File: config.mk
export PLATFORM = sky130hd
export DESIGN_NAME = pci_cfg_port_xlate
export DESIGN_NICKNAME = d
export VERILOG_FILES = /design/src/rtl/pcx_pkg.sv /design/src/rtl/pcx_cfg_reg.sv /design/src/rtl/pcx_decode.sv /design/src/rtl/pcx_out_reg.sv /design/src/rtl/pci_cfg_port_xlate.sv
export SDC_FILE = /design/constraint.sdc
export NUM_CORES = 1
export LEC_CHECK = 0
export CAP_MARGIN = 20
export CORE_ASPECT_RATIO = 0.8
export CORE_UTILIZATION = 41
export DETAILED_ROUTE_END_ITERATION = 10
export DONT_BUFFER_PORTS = 1
export PLACE_DENSITY = 0.56
export SLEW_MARGIN = 10
export SYNTH_ARGS = -nofsm -noshare
export SYNTH_HDL_FRONTEND = slang
export SYNTH_SLANG_ARGS = --single-unit
File: constraint.sdc
create_clock -name clk -period 3.55 [get_ports clk]
set_input_delay 0 -clock clk [delete_from_list [all_inputs] [get_ports clk]]
set_output_delay 0 -clock clk [all_outputs]
set_load 0.02 [all_outputs]
File: src/rtl/pcx_pkg.sv
package pcx_pkg;
  typedef enum logic [2:0] {
    KIND_IO  = 3'd0,
    KIND_CFG = 3'd1,
    KIND_REG = 3'd2,
    KIND_ERR = 3'd3
  } pcx_kind_e;

  function automatic logic size_ok(input logic [2:0] sz);
    return (sz == 3'd1) || (sz == 3'd2) || (sz == 3'd4);
  endfunction
endpackage

File: src/rtl/pcx_cfg_reg.sv
module pcx_cfg_reg #(
  parameter int DATA_W = 32
) (
  input  logic              clk,
  input  logic              rst_n,
  input  logic              wr_en,
  input  logic [DATA_W-1:0] wr_data,
  output logic [DATA_W-1:0] q
);
  logic [DATA_W-1:0] d;

  always_comb begin
    d = q;
    if (wr_en) d = wr_data;
  end

  always_ff @(posedge clk or negedge rst_n) begin
    if (!rst_n) q <= '0;
    else        q <= d;
  end
endmodule

File: src/rtl/pcx_decode.sv
module pcx_decode
  import pcx_pkg::*;
#(
  parameter int          PORT_W   = 16,
  parameter int          DATA_W   = 32,
  parameter int          PADDR_W  = 64,
  parameter logic [15:0] REG_PORT = 16'h0CF8,
  parameter logic [15:0] WIN_PORT = 16'h0CFC,
  parameter logic [PADDR_W-1:0] CFG_BASE = '0,
  parameter logic [PADDR_W-1:0] IO_BASE  = '0
) (
  input  logic               req_valid,
  input  logic [PORT_W-1:0]  port,
  input  logic [2:0]         size,
  input  logic               write,
  input  logic [DATA_W-1:0]  cfg,
  output pcx_kind_e          kind,
  output logic [PADDR_W-1:0] paddr,
  output logic               uncached,
  output logic               strict,
  output logic [DATA_W-1:0]  rdata,
  output logic               reg_wr
);
  localparam int EN_BIT = DATA_W - 1;
  localparam int HI_BIT = DATA_W - 2;

  logic legal, hit_reg, hit_win;

  always_comb begin
    legal   = size_ok(size);
    hit_reg = (port == PORT_W'(REG_PORT)) && (size == 3'd4);
    hit_win = (port[PORT_W-1:2] == WIN_PORT[PORT_W-1:2]);

    kind     = KIND_IO;
    paddr    = '0;
    uncached = 1'b0;
    strict   = 1'b0;
    rdata    = '0;
    reg_wr   = 1'b0;

    if (!legal) begin
      kind = KIND_ERR;
    end else if (hit_reg) begin
      kind   = KIND_REG;
      rdata  = cfg;
      reg_wr = req_valid && write;
    end else if (hit_win && cfg[EN_BIT]) begin
      kind     = KIND_CFG;
      paddr    = CFG_BASE
               | PADDR_W'({cfg[HI_BIT:2], 2'b00})
               | PADDR_W'(port[1:0]);
      uncached = 1'b1;
      strict   = 1'b1;
    end else begin
      kind     = KIND_IO;
      paddr    = IO_BASE | PADDR_W'(port);
      uncached = 1'b1;
      strict   = 1'b1;
    end
  end
endmodule

File: src/rtl/pcx_out_reg.sv
module pcx_out_reg
  import pcx_pkg::*;
#(
  parameter int DATA_W  = 32,
  parameter int PADDR_W = 64
) (
  input  logic               clk,
  input  logic               rst_n,
  input  logic               in_valid,
  input  pcx_kind_e          in_kind,
  input  logic [PADDR_W-1:0] in_paddr,
  input  logic               in_uncached,
  input  logic               in_strict,
  input  logic [DATA_W-1:0]  in_rdata,
  output logic               out_valid,
  output logic [PADDR_W-1:0] out_paddr,
  output logic               out_uncached,
  output logic               out_strict,
  output logic               out_regacc,
  output logic [DATA_W-1:0]  out_rdata,
  output logic               out_err
);
  logic               valid_d;
  logic [PADDR_W-1:0] paddr_d;
  logic               unc_d, str_d, reg_d, err_d;
  logic [DATA_W-1:0]  rdata_d;

  always_comb begin
    valid_d = in_valid;
    paddr_d = out_paddr;
    unc_d   = out_uncached;
    str_d   = out_strict;
    reg_d   = out_regacc;
    rdata_d = out_rdata;
    err_d   = out_err;
    if (in_valid) begin
      paddr_d = in_paddr;
      unc_d   = in_uncached;
      str_d   = in_strict;
      reg_d   = (in_kind == KIND_REG);
      rdata_d = in_rdata;
      err_d   = (in_kind == KIND_ERR);
    end
  end

  always_ff @(posedge clk or negedge rst_n) begin
    if (!rst_n) begin
      out_valid    <= 1'b0;
      out_paddr    <= '0;
      out_uncached <= 1'b0;
      out_strict   <= 1'b0;
      out_regacc   <= 1'b0;
      out_rdata    <= '0;
      out_err      <= 1'b0;
    end else begin
      out_valid    <= valid_d;
      out_paddr    <= paddr_d;
      out_uncached <= unc_d;
      out_strict   <= str_d;
      out_regacc   <= reg_d;
      out_rdata    <= rdata_d;
      out_err      <= err_d;
    end
  end
endmodule

File: src/rtl/pci_cfg_port_xlate.sv
module pci_cfg_port_xlate
  import pcx_pkg::*;
#(
  parameter int PORT_W  = 16,
  parameter int DATA_W  = 32,
  parameter int PADDR_W = 64,
  parameter logic [PADDR_W-1:0] CFG_BASE = 64'h2000_0000_0000_0000,
  parameter logic [PADDR_W-1:0] IO_BASE  = 64'h1000_0000_0000_0000
) (
  input  logic               clk,
  input  logic               rst_n,
  input  logic               req_valid,
  input  logic [PORT_W-1:0]  req_port,
  input  logic [2:0]         req_size,
  input  logic               req_write,
  input  logic [DATA_W-1:0]  req_wdata,
  output logic               rsp_valid,
  output logic [PADDR_W-1:0] rsp_paddr,
  output logic               rsp_uncached,
  output logic               rsp_strict,
  output logic               rsp_regacc,
  output logic [DATA_W-1:0]  rsp_rdata,
  output logic               rsp_err
);
  logic [DATA_W-1:0]  cfg_q;
  pcx_kind_e          dec_kind;
  logic [PADDR_W-1:0] dec_paddr;
  logic               dec_unc, dec_str, dec_wr;
  logic [DATA_W-1:0]  dec_rdata;

  pcx_cfg_reg #(.DATA_W(DATA_W)) u_cfg (
    .clk(clk), .rst_n(rst_n), .wr_en(dec_wr), .wr_data(req_wdata), .q(cfg_q)
  );

  pcx_decode #(
    .PORT_W(PORT_W), .DATA_W(DATA_W), .PADDR_W(PADDR_W),
    .CFG_BASE(CFG_BASE), .IO_BASE(IO_BASE)
  ) u_dec (
    .req_valid(req_valid), .port(req_port), .size(req_size),
    .write(req_write), .cfg(cfg_q), .kind(dec_kind), .paddr(dec_paddr),
    .uncached(dec_unc), .strict(dec_str), .rdata(dec_rdata), .reg_wr(dec_wr)
  );

  pcx_out_reg #(.DATA_W(DATA_W), .PADDR_W(PADDR_W)) u_out (
    .clk(clk), .rst_n(rst_n), .in_valid(req_valid), .in_kind(dec_kind),
    .in_paddr(dec_paddr), .in_uncached(dec_unc), .in_strict(dec_str),
    .in_rdata(dec_rdata), .out_valid(rsp_valid), .out_paddr(rsp_paddr),
    .out_uncached(rsp_uncached), .out_strict(rsp_strict),
    .out_regacc(rsp_regacc), .out_rdata(rsp_rdata), .out_err(rsp_err)
  );
endmodule

==> results of run 1 <==
[kinds of logic (layout without fill, tap and decap cells)]
kind of cell	after synthesis	count (layout)	synth area share, %
DFF	101	101	61.2
AOI/OAI and AO/OA	85	85	16.6
buffers and inverters	51	71	9.30
muxes	32	32	8.72
and+or+nand+nor	20	20	3.70
xor gates and xnor gates	2	2	0.424
other	1	31	0.0908
[cell usage after synthesis (all sizes together)]
master and n:
a22o 50, nor2 6, and4 2, mux2 32, o21ai 10, and4bb 1
o31ai 1, inv 2, a21o 1, xor2 1, buf 42, nand4 3
o211a 1, and2 1, and3 1, nand2 2, dfrtp 101, o2bb2ai 15
a21oi 7, nand3b 1, xnor2 1, conb 1, nor4 1, nand3 1
nor4b 1, clkbuf 7
[state kept, by name (all words and copies together) (netlist names)]
| name | flops |
|---|---|
| u_out.out_paddr | 33 |
| u_out.out_rdata | 32 |
| u_cfg.q | 32 |
| u_out.out_regacc | 1 |
| u_out.out_err | 1 |
| u_out.out_uncached | 1 |
| u_out.out_valid | 1 |
[path summary, 6_finish.rpt]
check / startpoint / endpoint / slack [ns] / cells past startpoint
worst max-delay path: req_port[1] / u_cfg.q[5] / 1.84 / 4
worst min-delay path: req_valid / u_out.out_err / 0.02 / 2
worst max register to register: u_cfg.q[31] / u_out.out_paddr[22] / 1.96 / 4
worst min register to register: u_cfg.q[0] / u_out.out_rdata[0] / 0.49 / 1
max in group asynchronous: rst_n / u_cfg.q[26] / 2.92 / 2
min in group asynchronous: rst_n / u_out.out_rdata[9] / 0.24 / 2
[metal layers]
metal | routed length, um | part of all wire [%] | track usage, %
met5 | 0 | 0 | 0
met4 | 168 | 1.9 | 6.71
met3 | 664 | 7.3 | 7.14
met2 | 4360 | 48 | 29.2
met1 | 3880 | 43 | 23.8
[power breakdown]
group / switching [mW] / internal [mW] / total, mW / leakage, nW
combinational: 0.0888 / 0.0606 / 0.149 / 0.786
sequential: 0.0489 / 1.17 / 1.22 / 1.39
clock: 0.413 / 0.635 / 1.05 / 0.158
total: 0.551 / 1.87 / 2.42 / 2.33
[per-stage QoR]
step / hold slack [ns] / instance area (um2) / total power [mW] / setup WS [ns] / utilization (%)
floorplan: -0.296 / 4240 / 1.33 / 2.01 / -
global placement: -0.293 / 4040 / 1.31 / 1.46 / 41.5
detailed placement: -0.293 / 4040 / 1.32 / 1.42 / 41.5
CTS: 0.0123 / 4900 / 2.45 / 1.78 / 50.4
global route: 0.0263 / 4920 / 2.52 / 1.73 / 50.6
finish: 0.0159 / 4920 / 2.42 / 1.84 / 50.6
[worst max-delay path: cells and delay by family]
| family | cells | cell delay (ns) |
|---|---|---|
| muxes | 1 | 0.42 |
| and+or+nand+nor | 3 | 1.50 |
[layout make-up]
type | count | area, um2
fill | 867 | 4800
sequential | 101 | 2530
multi-input combinational | 170 | 1340
timing repair buffer | 53 | 558
clock buffer | 10 | 239
tap | 136 | 170
clock inverter | 6 | 86.3
inverter | 2 | 7.51
==> results.py, run 1 <==
metrics = {
    "cts": {
        "cts-htree-levels": 3,
        "clk_latency_ns": 0.34,
        "postCtsSetupBuffers": 0,
        "clock_tree.root_cell": "sky130_fd_sc_hd__clkbuf_16",
        "cts-root-to-sink-buffers": 2,
        "cts.sink_count": 101,
        "cts_hold_repair.buffers": 52,
        "tritoncts.num_buffers": 9,
        "ctsResizeCount": 0,
        "clock_pin_slew_on_the_worst_setup_and_hold_paths_ns": 0.07,
        "cts_tree": "done",
    },
    "sta": {
        "final_max_slew_viol_count": 0,
        "slew_headroom_pct": 32.4,
        "time_the_worst_path_needs_with_i_o_delays_and_setup_ns": 1.71,
        "tightest_slew_ns": 1.01,
        "unrepaired_setup_endpoints_after_global_routing": "false",
        "hold_violations": 0,
        "setup_violations": 0,
        "finClkSkew_ns": 0.00371,
        "final_min_period_over_clock_period_pct": 48.1,
        "setup-tns-final_ns": 0,
        "fmaxAchievable_mhz": 585,
    },
    "worst_setup_path": {
        "worst-path-max-fanout": 32,
        "critical-path-max-stage-delay_ns": 0.86,
        "worst-endpoint-arrival_ns": 1.93,
        "worstPathRequired_ns": 3.77,
        "crit_path_end_kind": "flip-flop",
        "critPathKind": "primary input to flip-flop",
        "cp_cell_sequence": "nor4b_2 > nand4_1 > nor2_4 > mux2_2",
        "critPathSlowestCell": "sky130_fd_sc_hd__nor2_4",
        "worstSetupStartpointType": "primary input",
    },
    "floorplan": {
        "die-height_um": 91.8,
        "initial_cell_density_of_the_core_pct": 42.5,
        "die_area_um2": 10500,
        "ioPinCount": 156,
        "die-width_um": 114,
        "core_area_um2": 9730,
        "rows": 32,
    },
    "yosys": {
        "yosysSeqAreaShare_pct": 61.2,
        "synth.lib_cells_used.distinct": 34,
        "synthDominantAreaCellType": "sky130_fd_sc_hd__dfrtp_1",
        "synthesized_area_per_cell_um2": 14.1,
        "ys_ff_latch": 101,
        "yosys.area.top_type_share_pct": 61.2,
        "synthTopCellsByArea": "sky130_fd_sc_hd__dfrtp_1, sky130_fd_sc_hd__a22o_1, sky130_fd_sc_hd__mux2_2",
        "post_synthesis_instance_total": 292,
        "synth_area_um2": 4130,
        "ys.warnings.count": 0,
    },
    "layout": {
        "final_cell_count_no_fill": 478,
        "area_growth_pct": 19.2,
        "mostFrequentLayoutCell": "sky130_fd_sc_hd__dfrtp_1",
        "most-common-layout-cells": "sky130_fd_sc_hd__dfrtp_1, sky130_fd_sc_hd__dlygate4sd3_1, sky130_fd_sc_hd__a22o_1",
        "drive_gt1_share_pct": 16.7,
        "design.final.nets": 392,
        "num_antenna_cells": 0,
    },
    "placed_design": {
        "place.gp.congestion": 0.760,
        "place.port_buffers": 0,
        "hpwl_um": 5540,
        "place_inst": 409,
    },
    "grt": {
        "grt_usage_pct": 18.8,
        "first_global_vias": 2610,
        "grt_start_max_net_pins": 102,
        "total_global_routing_overflow": 0,
        "grt_first_pass_wirelength_um": 14600,
        "antenna_violations_before_repair": 0,
    },
    "routing": {
        "wl_per_cell_um": 19.0,
        "wirelength_um": 9070,
        "dr_total_vias": 2490,
        "drc_viols": 0,
        "first_pass_iters": 4,
        "drt.antenna.violating_nets": 0,
        "dr.first_iter.drc_count": 124,
        "via_per_inst": 5.21,
    },
    "power": {
        "static-leakage-power_nw": 2.33,
        "worst_ir_drop_vdd_uv": 302,
        "powerDensity_nw_per_um2": 491,
    },
    "flow_run": {
        "max-cap-violations": 0,
    },
    "run_status": {
        "run_status": "finished clean",
    },
    "hold_path": {
        "min_path_type": "primary input to flip-flop",
    },
}
(Power assumes the default switching activity.)
==> run 2, diff against run 1 <==
ABC_AREA = 1   (was unset)
clock period = 1.65 ns   (was 3.55 ns; I/O delays follow)
==> results.py, run 2 <==
metrics = {
    "routing": {
        "first_pass_iters": 4,
        "drt.antenna.violating_nets": 0,
        "via_per_inst": 4.82,
        "drc_viols": 0,
        "wirelength_um": 11800,
        "wl_per_cell_um": 15.4,
        "dr.first_iter.drc_count": 202,
        "dr_total_vias": 3708,
    },
    "yosys": {
        "yosysSeqAreaShare_pct": 53.5,
        "ys_ff_latch": 101,
        "count_of_flip_flops_with_a_built_in_enable_after_synthesis": 0,
        "synthesized_area_per_cell_um2": 8.18,
        "commonest_cells_in_the_netlist": "sky130_fd_sc_hd__nand2_1, sky130_fd_sc_hd__dfrtp_1, sky130_fd_sc_hd__o21ai_0",
        "ys.warnings.count": 0,
        "post_synthesis_instance_total": 577,
        "synth.most_common_cell": "sky130_fd_sc_hd__nand2_1",
        "ys.flop_type": "sky130_fd_sc_hd__dfrtp_1",
        "synth_area_um2": 4720,
        "synthDominantAreaCellType": "sky130_fd_sc_hd__dfrtp_1",
        "synth.lib_cells_used.distinct": 24,
        "yosys.area.top_type_share_pct": 53.5,
        "synthTopCellsByArea": "sky130_fd_sc_hd__dfrtp_1, sky130_fd_sc_hd__nand2_1, sky130_fd_sc_hd__buf_4",
        "synth-async-reset-ratio_pct": 100,
    },
    "layout": {
        "most-common-layout-cells": "sky130_fd_sc_hd__nand2_1, sky130_fd_sc_hd__dfrtp_1, sky130_fd_sc_hd__dlygate4sd3_1",
        "top_regs": "u_out.out_paddr: 33 flops, u_cfg.q: 32 flops, u_out.out_rdata: 32 flops",
        "num_antenna_cells": 0,
        "drive_gt1_share_pct": 8.64,
        "largest-register": "u_out.out_paddr",
        "area_growth_pct": 16.5,
        "mostFrequentLayoutCell": "sky130_fd_sc_hd__nand2_1",
        "max_ffs_per_register": 33,
        "design.final.nets": 675,
        "final_instance_area_um2": 5500,
    },
    "cts": {
        "cts_tree": "done",
        "cts.sink_count": 101,
        "clk_latency_ns": 0.34,
        "cts-htree-levels": 3,
        "tritoncts.num_buffers": 9,
        "clock_tree.root_cell": "sky130_fd_sc_hd__clkbuf_16",
        "postCtsSetupBuffers": 0,
        "cts_hold_repair.buffers": 51,
        "clock_pin_slew_on_the_worst_setup_and_hold_paths_ns": 0.07,
        "ctsResizeCount": 0,
        "cts-root-to-sink-buffers": 2,
    },
    "sta": {
        "final_max_slew_viol_count": 0,
        "finClkSkew_ns": 0.00541,
        "setup-tns-final_ns": 0,
        "final_min_period_over_clock_period_pct": 91.0,
        "tightest_slew_ns": 0.595,
        "hold_slack_ns": -0.650,
        "fmaxAchievable_mhz": 666,
        "unrepaired_setup_endpoints_after_global_routing": "false",
        "time_the_worst_path_needs_with_i_o_delays_and_setup_ns": 1.50,
        "hold_violations": 102,
        "setup_violations": 0,
        "slew_headroom_pct": 60.2,
    },
    "grt": {
        "grt_usage_pct": 21.0,
        "first_global_vias": 3778,
        "grt_start_max_net_pins": 102,
        "grt_first_pass_wirelength_um": 19400,
        "antenna_violations_before_repair": 0,
        "total_global_routing_overflow": 0,
    },
    "power": {
        "switchingPower_mw": 1.23,
        "switching_share_pct": 25.1,
        "comb_power_share_pct": 6.9,
        "p_seq_share_pct": 53.3,
        "p_int_mw": 3.66,
        "powerDensity_nw_per_um2": 889,
        "static-leakage-power_nw": 2.80,
        "power_frac_clock_pct": 39.9,
        "worst_ir_drop_vdd_uv": 429,
    },
    "floorplan": {
        "rows": 34,
        "die-width_um": 122,
        "die-height_um": 98.0,
        "core_area_um2": 11100,
        "die_area_um2": 12000,
        "initial_cell_density_of_the_core_pct": 42.7,
        "ioPinCount": 156,
    },
    "placed_design": {
        "place.gp.congestion": 0.765,
        "post_dp_cell_area_um2": 4710,
        "place.port_buffers": 0,
        "hpwl_um": 7910,
    },
    "worst_setup_path": {
        "worstPathRequired_ns": 1.93,
        "crit_path_end_kind": "flip-flop",
        "worst-path-max-fanout": 13,
        "worstSetupStartpointType": "primary input",
        "worst-endpoint-arrival_ns": 1.78,
        "critPathKind": "primary input to flip-flop",
    },
    "flow_run": {
        "max-cap-violations": 0,
    },
    "run_status": {
        "run_status": "complete, but fails checks",
        "failed_checks": "negative hold slack",
    },
    "hold_path": {
        "min_path_type": "primary input to asynchronous set/reset pin",
    },
}
-- run 2: critical path, cell delays in order --
cell	delay, ns
sky130_fd_sc_hd__dlygate4sd3_1	0.57
sky130_fd_sc_hd__nor2_1	0.14
sky130_fd_sc_hd__nand3_1	0.11
sky130_fd_sc_hd__nor2_2	0.13
sky130_fd_sc_hd__nand3_4	0.22
sky130_fd_sc_hd__nor2_8	0.27
sky130_fd_sc_hd__buf_4	0.20
sky130_fd_sc_hd__nand2_1	0.06
sky130_fd_sc_hd__nand2_1	0.07
-- run 2: final timing paths --
| path | startpoint | endpoint | slack, ns | depth (start not counted) |
|---|---|---|---|---|
| setup / recovery | req_port[0] | u_cfg.q[5] | 0.15 | 9 |
| hold / removal | rst_n | u_out.out_rdata[7] | -0.65 | 0 |
| setup reg to reg | u_cfg.q[31] | u_out.out_paddr[10] | 0.29 | 7 |
| hold reg to reg | u_cfg.q[1] | u_cfg.q[1] | 0.48 | 2 |
| max in group asynchronous | rst_n | u_out.out_paddr[17] | 2.13 | 0 |
| min in group clk | req_port[1] | u_out.out_regacc | -0.01 | 5 |
-- run 2: cell type report --
cell class	instances	area, um2
tap	144	180
clock buffer	10	229
sequential	101	2530
timing repair buffer	62	616
multi-input combinational	413	1790
clock inverter	6	40.0
inverter	33	124
fill	1100	5560
-- run 2: metrics by stage --
stage	std cells	hold slack [ns]	total power [mW]	setup slack (ns)	util, %
after floorplan	607	-0.296	2.89	0.479	-
after global placement	702	-0.293	2.85	0.322	42.6
after detailed placement	702	-0.293	2.86	0.285	42.6
after CTS	769	-0.662	4.95	0.137	49.8
after global routing	769	-0.669	5.08	0.00829	49.8
final	769	-0.650	4.89	0.149	49.8
-- run 2: routing by layer --
layer  track usage [%]  share of wire (%)
met4              5.22               0.86
met3              5.90                7.0
met1              27.6                 46
met2              34.0                 46
met5                 0                  0
-- run 2: power groups by stage --
stage,Clock (mW),Sequential (mW),Combinational [mW]
6_report,1.95,2.61,0.335
5_1_grt,2.11,2.61,0.368
4_1_cts,2.01,2.60,0.335
3_5_place_dp,0,2.65,0.205
3_3_place_gp,0,2.65,0.201
2_1_floorplan,0,2.64,0.258
-- run 2: kinds of logic (layout without fill, tap and decap cells) --
group           after synthesis  after routing  share of synthesized area [%]
compound gates               35             35                           3.79
buf+inv                      93            111                           11.0
flops                       101            101                           53.5
other cells                   1             31                         0.0794
simple gates                347            347                           31.6
==> run 3, diff against run 2 <==
ABC_AREA = unset   (was 1)
==> results.py, run 3 (same netlist as run 1, synthesis figures left out) <==
metrics = {
    "routing": {
        "first_pass_iters": 4,
        "drc_viols": 0,
        "dr_total_vias": 2528,
        "via_per_inst": 5.21,
        "wirelength_um": 8990,
        "dr.first_iter.drc_count": 105,
        "wl_per_cell_um": 18.5,
        "drt.antenna.violating_nets": 0,
    },
    "worst_setup_path": {
        "critPathKind": "flip-flop to flip-flop",
        "worst-path-max-fanout": 3,
        "worst-endpoint-arrival_ns": 1.66,
        "worstPathRequired_ns": 1.86,
        "r2r.worst_path.cells": 4,
        "crit_path_end_kind": "flip-flop",
        "worstSetupStartpointType": "flip-flop",
    },
    "cts": {
        "cts_hold_repair.buffers": 50,
        "cts-root-to-sink-buffers": 2,
        "postCtsSetupBuffers": 0,
        "cts-htree-levels": 3,
        "clock_pin_slew_on_the_worst_setup_and_hold_paths_ns": 0.07,
        "clock_tree.root_cell": "sky130_fd_sc_hd__clkbuf_16",
        "ctsResizeCount": 0,
        "cts.sink_count": 101,
        "tritoncts.num_buffers": 9,
        "cts_tree": "done",
        "clk_latency_ns": 0.33,
    },
    "run_status": {
        "run_status": "complete, but fails checks",
        "failed_checks": "negative hold slack",
    },
    "layout": {
        "finish.utilization_pct": 51.0,
        "max_ffs_per_register": 33,
        "top_regs": "u_out.out_paddr: 33 flops, u_cfg.q: 32 flops, u_out.out_rdata: 32 flops",
        "drive_gt1_share_pct": 18.3,
        "area_growth_pct": 20.0,
        "design.final.nets": 399,
        "largest-register": "u_out.out_paddr",
        "fillers": 862,
        "num_antenna_cells": 0,
        "mostFrequentLayoutCell": "sky130_fd_sc_hd__dfrtp_1",
        "most-common-layout-cells": "sky130_fd_sc_hd__dfrtp_1, sky130_fd_sc_hd__a22o_1, sky130_fd_sc_hd__dlygate4sd3_1",
    },
    "grt": {
        "grt_first_pass_wirelength_um": 14700,
        "total_global_routing_overflow": 0,
        "antenna_violations_before_repair": 0,
        "grt_start_max_net_pins": 102,
        "first_global_vias": 2708,
        "grt_usage_pct": 18.6,
    },
    "power": {
        "worst_ir_drop_vdd_uv": 720,
        "powerDensity_nw_per_um2": 1010,
        "static-leakage-power_nw": 2.34,
    },
    "sta": {
        "final_max_slew_viol_count": 0,
        "final_min_period_over_clock_period_pct": 87.4,
        "finClkSkew_ns": 0.00525,
        "unrepaired_setup_endpoints_after_global_routing": "false",
        "hold_slack_ns": -0.640,
        "hold_violations": 101,
        "fmaxAchievable_mhz": 693,
        "setup-tns-final_ns": 0,
        "setup_violations": 0,
        "time_the_worst_path_needs_with_i_o_delays_and_setup_ns": 1.44,
    },
    "placed_design": {
        "hpwl_um": 5780,
        "place.gp.congestion": 0.759,
        "place.port_buffers": 0,
    },
    "floorplan": {
        "die_area_um2": 10500,
        "initial_cell_density_of_the_core_pct": 42.5,
        "die-height_um": 91.8,
        "core_area_um2": 9730,
        "die-width_um": 114,
        "rows": 32,
        "ioPinCount": 156,
    },
    "flow_run": {
        "max-cap-violations": 0,
    },
    "hold_path": {
        "min_path_type": "primary input to asynchronous set/reset pin",
    },
}
run 3: changes by cell type in the layout (fill, tap and decap cells not counted), sizes merged, moves of 13 or more:
| cell | before | now |
|---|---|---|
| nand3 | 22 | 1 |
| mux2 | 0 | 32 |
| a22o | 0 | 50 |
| o21ai | 34 | 10 |
| inv | 33 | 2 |
| nand4 | 16 | 3 |
| nand2 | 278 | 2 |
| nor2 | 30 | 6 |
| o2bb2ai | 0 | 15 |
run 3: final timing paths:
path	from	endpoint	slack (ns)
setup / recovery	u_cfg.q[3]	u_out.out_paddr[3]	0.21
hold / removal	rst_n	u_out.out_rdata[9]	-0.64
setup reg to reg	u_cfg.q[3]	u_out.out_paddr[3]	0.21
hold reg to reg	u_cfg.q[0]	u_out.out_rdata[0]	0.50
max in group asynchronous	rst_n	u_out.out_rdata[24]	2.16
min in group clk	req_valid	u_out.out_err	0.04
run 3: cell type report:
class | count | area, um2 | share of cell area [%]
well taps | 136 | 170 | 3.43
clock buffers | 11 | 243 | 4.90
clock inverters | 5 | 60.1 | 1.21
repair buffers | 60 | 613 | 12.4
flip-flops and latches | 101 | 2530 | 51.0
inverters | 2 | 7.51 | 0.151
multi-input cells | 170 | 1340 | 27.0
run 3: metal layers:
layer / GRT usage, % / wire, um / vias up
li1: - / - / 1124
met1: 23.7 / 3890 / 1285
met2: 28.8 / 4200 / 103
met3: 7.20 / 678 / 16
met4: 6.49 / 213 / 0
met5: 0 / 0 / -
run 3: critical path, cell delays in order, from the launching register on:
cell and delay (ns):
sky130_fd_sc_hd__dfrtp_1 0.40, sky130_fd_sc_hd__nand3b_1 0.16, sky130_fd_sc_hd__a21oi_1 0.14, sky130_fd_sc_hd__o2bb2ai_1 0.07
sky130_fd_sc_hd__dlygate4sd3_1 0.55
run 3: stage by stage:
step | std cells | worst slack [ns] | total power [mW] | hold slack, ns | area (um2)
2_1_floorplan | 322 | 0.114 | 2.86 | -0.296 | 4240
4_1_cts | 485 | 0.203 | 5.07 | -0.660 | 4960
3_5_place_dp | 419 | 0.132 | 2.84 | -0.293 | 4150
3_3_place_gp | 419 | 0.174 | 2.84 | -0.293 | 4150
6_report | 485 | 0.208 | 5.01 | -0.640 | 4960
5_1_grt | 485 | 0.132 | 5.21 | -0.664 | 4960
run 3: report_power, final:
group | internal, mW | leakage, nW | switching (mW)
Combinational | 0.129 | 0.821 | 0.144
Clock | 1.22 | 0.134 | 0.900
Sequential | 2.52 | 1.39 | 0.101
Total | 3.87 | 2.34 | 1.15
